$ cat src/rtl/dam_pkg.sv
package dam_pkg;
    localparam int NIB_W  = 4;
    localparam int ROW_W  = 3;
    localparam int COL_W  = 4;
    localparam int ADDR_W = ROW_W + COL_W;
    localparam int BANK_W = 4;
    localparam int SR_AW  = 7;

    typedef struct packed {
        logic [NIB_W-1:0] hi;
        logic [NIB_W-1:0] mid;
        logic [NIB_W-1:0] lo;
    } mod_regs_t;
endpackage

$ cat src/rtl/dam_sysregs.sv
module dam_sysregs
    import dam_pkg::*;
#(
    parameter bit               REDUCED = 1'b0,
    parameter logic [SR_AW-1:0] BASE    = 7'h7A
) (
    input  logic             clk,
    input  logic             rst_n,
    input  logic             sr_we,
    input  logic [SR_AW-1:0] sr_addr,
    input  logic [NIB_W-1:0] sr_wdata,
    output logic [NIB_W-1:0] sr_rdata,
    output mod_regs_t        regs_o
);
    localparam logic [SR_AW-1:0] A_HI  = BASE;
    localparam logic [SR_AW-1:0] A_MID = BASE + 7'd1;
    localparam logic [SR_AW-1:0] A_LO  = BASE + 7'd2;
    localparam logic [NIB_W-1:0] HI_MASK  = REDUCED ? 4'b1000 : 4'b1111;
    localparam logic [NIB_W-1:0] MID_MASK = REDUCED ? 4'b0111 : 4'b1111;

    mod_regs_t st_d, st_q;

    always_comb begin
        st_d = st_q;
        if (sr_we) begin
            case (sr_addr)
                A_HI:    st_d.hi  = sr_wdata & HI_MASK;
                A_MID:   st_d.mid = sr_wdata & MID_MASK;
                A_LO:    st_d.lo  = sr_wdata;
                default: st_d     = st_q;
            endcase
        end
    end

    always_ff @(posedge clk) begin
        if (!rst_n) st_q <= '0;
        else        st_q <= st_d;
    end

    always_comb begin
        case (sr_addr)
            A_HI:    sr_rdata = st_q.hi;
            A_MID:   sr_rdata = st_q.mid;
            A_LO:    sr_rdata = st_q.lo;
            default: sr_rdata = '0;
        endcase
    end

    assign regs_o = st_q;

    // registers hold when nothing is written
    p_hold_r2: assert property (@(posedge clk) disable iff (!rst_n)
        !sr_we |=> $stable(st_q));
    // a write outside the window leaves the registers alone
    p_outside_r2: assert property (@(posedge clk) disable iff (!rst_n)
        (sr_we && sr_addr != A_HI && sr_addr != A_MID && sr_addr != A_LO) |=> $stable(st_q));
    // tied bits stay zero in the reduced variant
    p_tied_r9: assert property (@(posedge clk) disable iff (!rst_n)
        REDUCED |-> (st_q.hi[2:0] == 3'd0 && st_q.mid[3] == 1'b0));
endmodule

$ cat src/rtl/dam_direct.sv
module dam_direct
    import dam_pkg::*;
#(
    parameter bit REDUCED = 1'b0
) (
    input  logic              ixe,
    input  logic [BANK_W-1:0] bank_i,
    input  logic [ADDR_W-1:0] m_i,
    input  mod_regs_t         regs_i,
    output logic [BANK_W-1:0] bank_o,
    output logic [ADDR_W-1:0] addr_o
);
    logic [ADDR_W-1:0] idx_addr;
    logic [BANK_W-1:0] idx_bank;

    assign idx_addr = {regs_i.mid[ROW_W-1:0], regs_i.lo};

    generate
        if (REDUCED) begin : g_red
            assign idx_bank = '0;
        end else begin : g_full
            assign idx_bank = regs_i.hi;
        end
    endgenerate

    always_comb begin
        if (ixe) begin
            addr_o = m_i | idx_addr;
            bank_o = bank_i | idx_bank;
        end else begin
            addr_o = m_i;
            bank_o = bank_i;
        end
    end
endmodule

$ cat src/rtl/dam_indirect.sv
module dam_indirect
    import dam_pkg::*;
(
    input  logic [BANK_W-1:0] bank_i,
    input  logic [ROW_W-1:0]  mr_i,
    input  logic [COL_W-1:0]  r_i,
    input  mod_regs_t         regs_i,
    output logic [BANK_W-1:0] bank_o,
    output logic [ROW_W-1:0]  row_o,
    output logic [COL_W-1:0]  col_o
);
    logic mpe;
    assign mpe = regs_i.hi[NIB_W-1];

    always_comb begin
        col_o = r_i;
        if (mpe) begin
            bank_o = {regs_i.hi[2:0], regs_i.mid[NIB_W-1]};
            row_o  = regs_i.mid[ROW_W-1:0];
        end else begin
            bank_o = bank_i;
            row_o  = mr_i;
        end
    end
endmodule

$ cat src/rtl/dmem_addr_mod.sv
module dmem_addr_mod
    import dam_pkg::*;
#(
    parameter bit               REDUCED = 1'b0,
    parameter logic [SR_AW-1:0] SR_BASE = 7'h7A
) (
    input  logic              clk,
    input  logic              rst_n,
    input  logic              sr_we,
    input  logic [SR_AW-1:0]  sr_addr,
    input  logic [NIB_W-1:0]  sr_wdata,
    output logic [NIB_W-1:0]  sr_rdata,
    input  logic              psw_ixe,
    input  logic              acc_indirect,
    input  logic [BANK_W-1:0] cur_bank,
    input  logic [ADDR_W-1:0] op_m,
    input  logic [COL_W-1:0]  reg_r,
    input  logic [ROW_W-1:0]  row_mr,
    output logic [BANK_W-1:0] ea_bank,
    output logic [ROW_W-1:0]  ea_row,
    output logic [COL_W-1:0]  ea_col
);
    mod_regs_t         regs;
    logic [BANK_W-1:0] dir_bank, ind_bank;
    logic [ADDR_W-1:0] dir_addr;
    logic [ROW_W-1:0]  ind_row;
    logic [COL_W-1:0]  ind_col;

    dam_sysregs #(.REDUCED(REDUCED), .BASE(SR_BASE)) u_regs (
        .clk(clk), .rst_n(rst_n), .sr_we(sr_we), .sr_addr(sr_addr),
        .sr_wdata(sr_wdata), .sr_rdata(sr_rdata), .regs_o(regs)
    );

    dam_direct #(.REDUCED(REDUCED)) u_dir (
        .ixe(psw_ixe), .bank_i(cur_bank), .m_i(op_m), .regs_i(regs),
        .bank_o(dir_bank), .addr_o(dir_addr)
    );

    dam_indirect u_ind (
        .bank_i(cur_bank), .mr_i(row_mr), .r_i(reg_r), .regs_i(regs),
        .bank_o(ind_bank), .row_o(ind_row), .col_o(ind_col)
    );

    always_comb begin
        if (acc_indirect) begin
            ea_bank = ind_bank;
            ea_row  = ind_row;
            ea_col  = ind_col;
        end else begin
            ea_bank = dir_bank;
            ea_row  = dir_addr[ADDR_W-1:COL_W];
            ea_col  = dir_addr[COL_W-1:0];
        end
    end

    // index disabled passes the direct operand through
    p_direct_pass_r3: assert property (@(posedge clk) disable iff (!rst_n)
        (!acc_indirect && !psw_ixe) |-> ({ea_row, ea_col} == op_m && ea_bank == cur_bank));
    // OR merge never clears an operand or bank bit
    p_or_superset_r4: assert property (@(posedge clk) disable iff (!rst_n)
        (!acc_indirect && psw_ixe) |-> ((({ea_row, ea_col} & op_m) == op_m) && ((ea_bank & cur_bank) == cur_bank)));
    // indirect column always comes from the register contents
    p_col_from_r_r7: assert property (@(posedge clk) disable iff (!rst_n)
        acc_indirect |-> (ea_col == reg_r));
    // reduced variant never leaves bank 0 on pointer access
    p_red_bank_r9: assert property (@(posedge clk) disable iff (!rst_n)
        (REDUCED && acc_indirect && regs.hi[NIB_W-1]) |-> (ea_bank == '0));
endmodule

$ cat config.mk
export PLATFORM = sky130hd
export DESIGN_NAME = dmem_addr_mod
export DESIGN_NICKNAME = d
export VERILOG_FILES = /design/src/rtl/dam_pkg.sv /design/src/rtl/dam_sysregs.sv /design/src/rtl/dam_direct.sv /design/src/rtl/dam_indirect.sv /design/src/rtl/dmem_addr_mod.sv
export SDC_FILE = /design/constraint.sdc
export NUM_CORES = 1
export LEC_CHECK = 0
export BUFFER_PORTS_ARGS = -buffer_cell sky130_fd_sc_hd__buf_2
export CAP_MARGIN = 10
export CORE_ASPECT_RATIO = 1.4
export CORE_MARGIN = 2
export CORE_UTILIZATION = 30
export DETAILED_ROUTE_END_ITERATION = 7
export GPL_TIMING_DRIVEN = 0
export PLACE_DENSITY_LB_ADDON = 0.15
export SKIP_CTS_REPAIR_TIMING = 1
export SYNTH_ARGS = -nofsm -noshare
export SYNTH_HDL_FRONTEND = slang
export SYNTH_SLANG_ARGS = --single-unit
$ cat constraint.sdc
create_clock -name clk -period 1.6 [get_ports clk]
set_clock_uncertainty 0.05 [all_clocks]
set_input_delay 0.32 -clock clk [delete_from_list [all_inputs] [get_ports clk]]
set_output_delay 0.32 -clock clk [all_outputs]
set_load 0.01 [all_outputs]
== After elaboration in Yosys (flattened, before gate mapping) ==
Cells that the tools add are included.
Cells by class
  add/subtract/negate cells: 0
  $mul: 0
  divide/modulo/power cells: 0
  order comparisons: 0
  eq/ne operators: 3
  shifts and indexed selects: 0
  muxes and demuxes: 8
  bitwise gates (word level): 2
  reduce and logical (&&, ||, !) cells: 3
Operator list (count)
  7-bit equality test (second input constant): 3
  4-bit two-way mux: 4
  4-bit one-hot mux with 3 select lines: 1
  7-bit two-way mux: 1
  7-bit OR: 1
  3-bit two-way mux: 2
  2-bit AND reduction: 3
  4-bit OR: 1
Word-level totals
  flip-flop bits (word level): 12
  latch bits: 0
  bits in writable memories: 0
  memory bits (read-only): 0
  input bits: 34
  output and inout bits: 15
  logic and storage cells: 19
  memories kept: 0

== Longest topological paths before layout ==
  depth in word-level cells: 3
  mapped depth: 5
  gate-level depth less buffers: 3

== Hierarchy ==
From an unflattened synthesis, not the netlist that was laid out.
Second synthesis, totals
  cell total of the unflattened synthesis: 100
  area total of the unflattened synthesis: 1019.7 um^2
Modules (own cells, without submodules)
  dam_sysregs: instances 1, cells each 64, area each 605.6 um^2, sequential area each 240.2 um^2
  dmem_addr_mod: instances 1, cells each 12, area each 172.7 um^2, sequential area each 0.0 um^2
  dam_indirect: instances 1, cells each 12, area each 146.4 um^2, sequential area each 0.0 um^2
  dam_direct: instances 1, cells each 12, area each 95.1 um^2, sequential area each 0.0 um^2

== Worst setup path before layout ==
OpenSTA, ideal clock, no wires.
  path type: input -> output
  start point: in acc_indirect
  end point: out ea_bank[2]
  arrival: 1161 ps
  required time: 1230 ps
  slack: 69 ps
  cell stages on the path: 4
  buffers on the path: 1
  cells stage by stage: clkbuf_1 nor2b_1 nor2_1 o22a_1
On the way
  longest elaborated chain between the ends: 1
Ends and longest elaborated chain
  start, declared: RTL line dmem_addr_mod.sv:14  | input logic acc_indirect,
  4-bit two-way mux: RTL line dmem_addr_mod.sv:45  | if (acc_indirect) begin
  end, declared: RTL line dmem_addr_mod.sv:19  | output logic [BANK_W-1:0] ea_bank,
No other way between the ends.

== Worst setup path in the final report ==
  start point: reg u_regs.st_q (netlist bit u_regs.regs_o[11])
  end point: out sr_rdata[3]
On the way
  longest elaborated chain between the ends: 1
Ends and longest elaborated chain
  start, declared: RTL line dam_sysregs.sv:21  | mod_regs_t st_d, st_q;
  start signal, assigned: RTL line dam_sysregs.sv:37  | else st_q <= st_d;
  4-bit one-hot mux with 3 select lines: RTL line dam_sysregs.sv:41  | case (sr_addr)
  end, declared: RTL line dmem_addr_mod.sv:12  | output logic [NIB_W-1:0] sr_rdata,
No other way between the ends.

==> results.yml <==
outcome:
  outcome: "finished with violations"
  failed_checks: "negative setup slack"
timing:
  finalHoldViolations: 0
  finalMaxSlewViolations: 0
  post-route-period-util: 1.00
  min_period_ns: 1.60
  max_slew_margin: 0.681
  rsz0062_at_grt: "yes"
  fin_ws_ns: -0.000377
  whs_ns: 0.285
  worst_pin_slew_ns: 0.476
  fmax_mhz: 625
  setup_viol_count_final: 1
logic_synthesis:
  netlist_instances: 101
  ys_ff_latch: 12
  ys_types: 20
  yosysWarnings: 0
  synth.area.top_cells: "dfxtp_1 29%, mux2i_1 15%, nand2_1 10%"
  ys.flop_type: "dfxtp_1"
  avgSynthCellArea_um2: 8.13
  seq_area_frac_synth: 0.293
  synth_top_area_frac: 0.293
  synth_top_area_cell: "dfxtp_1"
  synth_edf_count: 0
  synth_nets: 135
  syn_area_um2: 821
  yosys.cell_count.top_type: "nand2_1"
  ys_top_cells_by_count: "22 x nand2_1, 12 x dfxtp_1, 12 x mux2i_1, 8 x nor2_1, 7 x a21oi_1"
  async_reset_ff_frac: 0
die:
  die_area_um2: 3180
  die_w_um: 48.2
  std_cell_rows: 22
  coreArea_um2: 2620
  ios: 49
  die_y_um: 65.9
  floorplan.initialDensity: 0.314
finish:
  largest_reg_flops: 12
  num_antenna_cells: 0
  final_util: 0.457
  drive_gt1_frac: 0.490
  fin_nets: 185
  area_delta_synth_final_pct: 45.7
drt:
  wl_um: 2360
  firstDrtPassIters: 4
  drtIter0Drc: 6
  avgViaCountPerCell: 4.84
  num_vias: 895
  drc: 0
  wl_per_cell_um: 12.8
  ant_nets: 0
clock_tree:
  numCtsBuffers: 3
  cts_root_buf: "clkbuf_4"
  clockBufferDepth: 2
  cts_tree: "built"
  cts.sinks: 12
  clk_pin_slew_worst_paths_ns: 0.07
  htree_num_levels: 1
  clock_latency_ns: 0.26
setup_path:
  slowest_stage: "dfxtp_4"
  cp.arrival_ns: 1.23
  crit_required_ns: 1.23
  crit_buf_inv: 1
  critPathTopFamily: "flip-flops"
  slowest_delay_ns: 0.37
  cp-end-kind: "primary output"
  crit_chain: "mux2_4, a22oi_2, nor2_1, buf_2"
  cp_max_fo: 5
  worst_setup_path_start_kind: "flip-flop"
  crit_type: "flip-flop to primary output"
global_route:
  antenna_found_initial: 0
  grt_start_max_net_pins: 11
  grt_remaining_overflow: 0
  track_usage: 0.158
  grt_pass1_wl_um: 3610
  grt_pass1_vias: 833
min_path:
  hold_path.class: "input port to flip-flop"
flow_run:
  maxCapViolCount: 0
placement:
  dp_hpwl_um: 1930
  port_buffers: 44
  place_congestion: 0.739
power:
  power_density_nw_per_um2: 522
  leakage_nw: 0.566
  peakVddDrop_uv: 336
-- stage by stage --
stage / std cells / area, um2 / setup WS (ns) / power (mW) / TNS, ns
6_report: 185 / 1200 / -0.000377 / 0.624 / -0.000377
5_1_grt: 185 / 1200 / -0.0662 / 0.664 / -0.342
4_1_cts: 184 / 1110 / -0.219 / 0.626 / -1.44
3_5_place_dp: 181 / 1090 / -0.219 / 0.447 / -1.23
3_3_place_gp: 181 / 1090 / -0.187 / 0.445 / -0.977
2_1_floorplan: 101 / 821 / 0.0688 / 0.380 / 0
-- power by group --
| part | internal (mW) | leakage (nW) | switching (mW) |
|---|---|---|---|
| combinational | 0.0736 | 0.452 | 0.0767 |
| sequential | 0.294 | 0.101 | 0.000827 |
| clock | 0.0870 | 0.0138 | 0.0920 |
| total | 0.455 | 0.566 | 0.170 |
-- layout by cell type (no fill, tap or decap), drive strengths merged --
master and count:
mux2 4, nor2b 5, buf 48, nor3b 1, or4 1, a22oi 4
a221o 3, mux2i 12, a21oi 7, nand4 1, o21ai 5, inv 1
nand4b 1, o21a 1, clkbuf 8, nand4bb 1, o22a 4, nor2 8
dfxtp 12, nand2 22
-- tightest hold or removal path, delay by kind of cell --
family                 cells  cell delay, ns
buffers and inverters      1            0.10
and+or+nand+nor            1            0.08
muxes                      1            0.07
-- cell families after synthesis --
family | share of synthesized area
buffers and inverters | 0.0594
muxes | 0.201
AOI/OAI and AO/OA | 0.198
and+or+nand+nor | 0.248
DFF | 0.293
-- layer usage --
metal	part of all wire	vias to the layer above	track usage
met1	0.42	404	0.180
met4	0.0064	0	0.0608
li1	-	463	-
met2	0.53	26	0.275
met5	0	-	0
met3	0.039	2	0.0246
-- final cells by class --
| type | instances | area (um2) |
|---|---|---|
| fillers | 262 | 1420 |
| multi-input cells | 80 | 592 |
| flip-flops and latches | 12 | 255 |
| repair buffers | 45 | 228 |
| plain buffers | 8 | 50.0 |
| well taps | 36 | 45.0 |
| clock buffers | 3 | 22.5 |
| inverters | 1 | 3.75 |
-- path summary, 6_finish.rpt --
| kind | start | endpoint | slack (ns) | depth (start not counted) |
|---|---|---|---|---|
| hold / removal | sr_wdata[2] | u_regs.regs_o[10]$_SDFFE_PN0P_ | 0.29 | 3 |
| hold reg to reg | u_regs.regs_o[5]$_SDFFE_PN0P_ | u_regs.regs_o[5]$_SDFFE_PN0P_ | 0.43 | 2 |
| setup / recovery | u_regs.regs_o[11]$_SDFFE_PN0P_ | sr_rdata[3] | -0.0004 | 4 |
| setup reg to reg | u_regs.regs_o[0]$_SDFFE_PN0P_ | u_regs.regs_o[0]$_SDFFE_PN0P_ | 0.86 | 2 |
No activity file was read; power rests on OpenSTA's default activity.
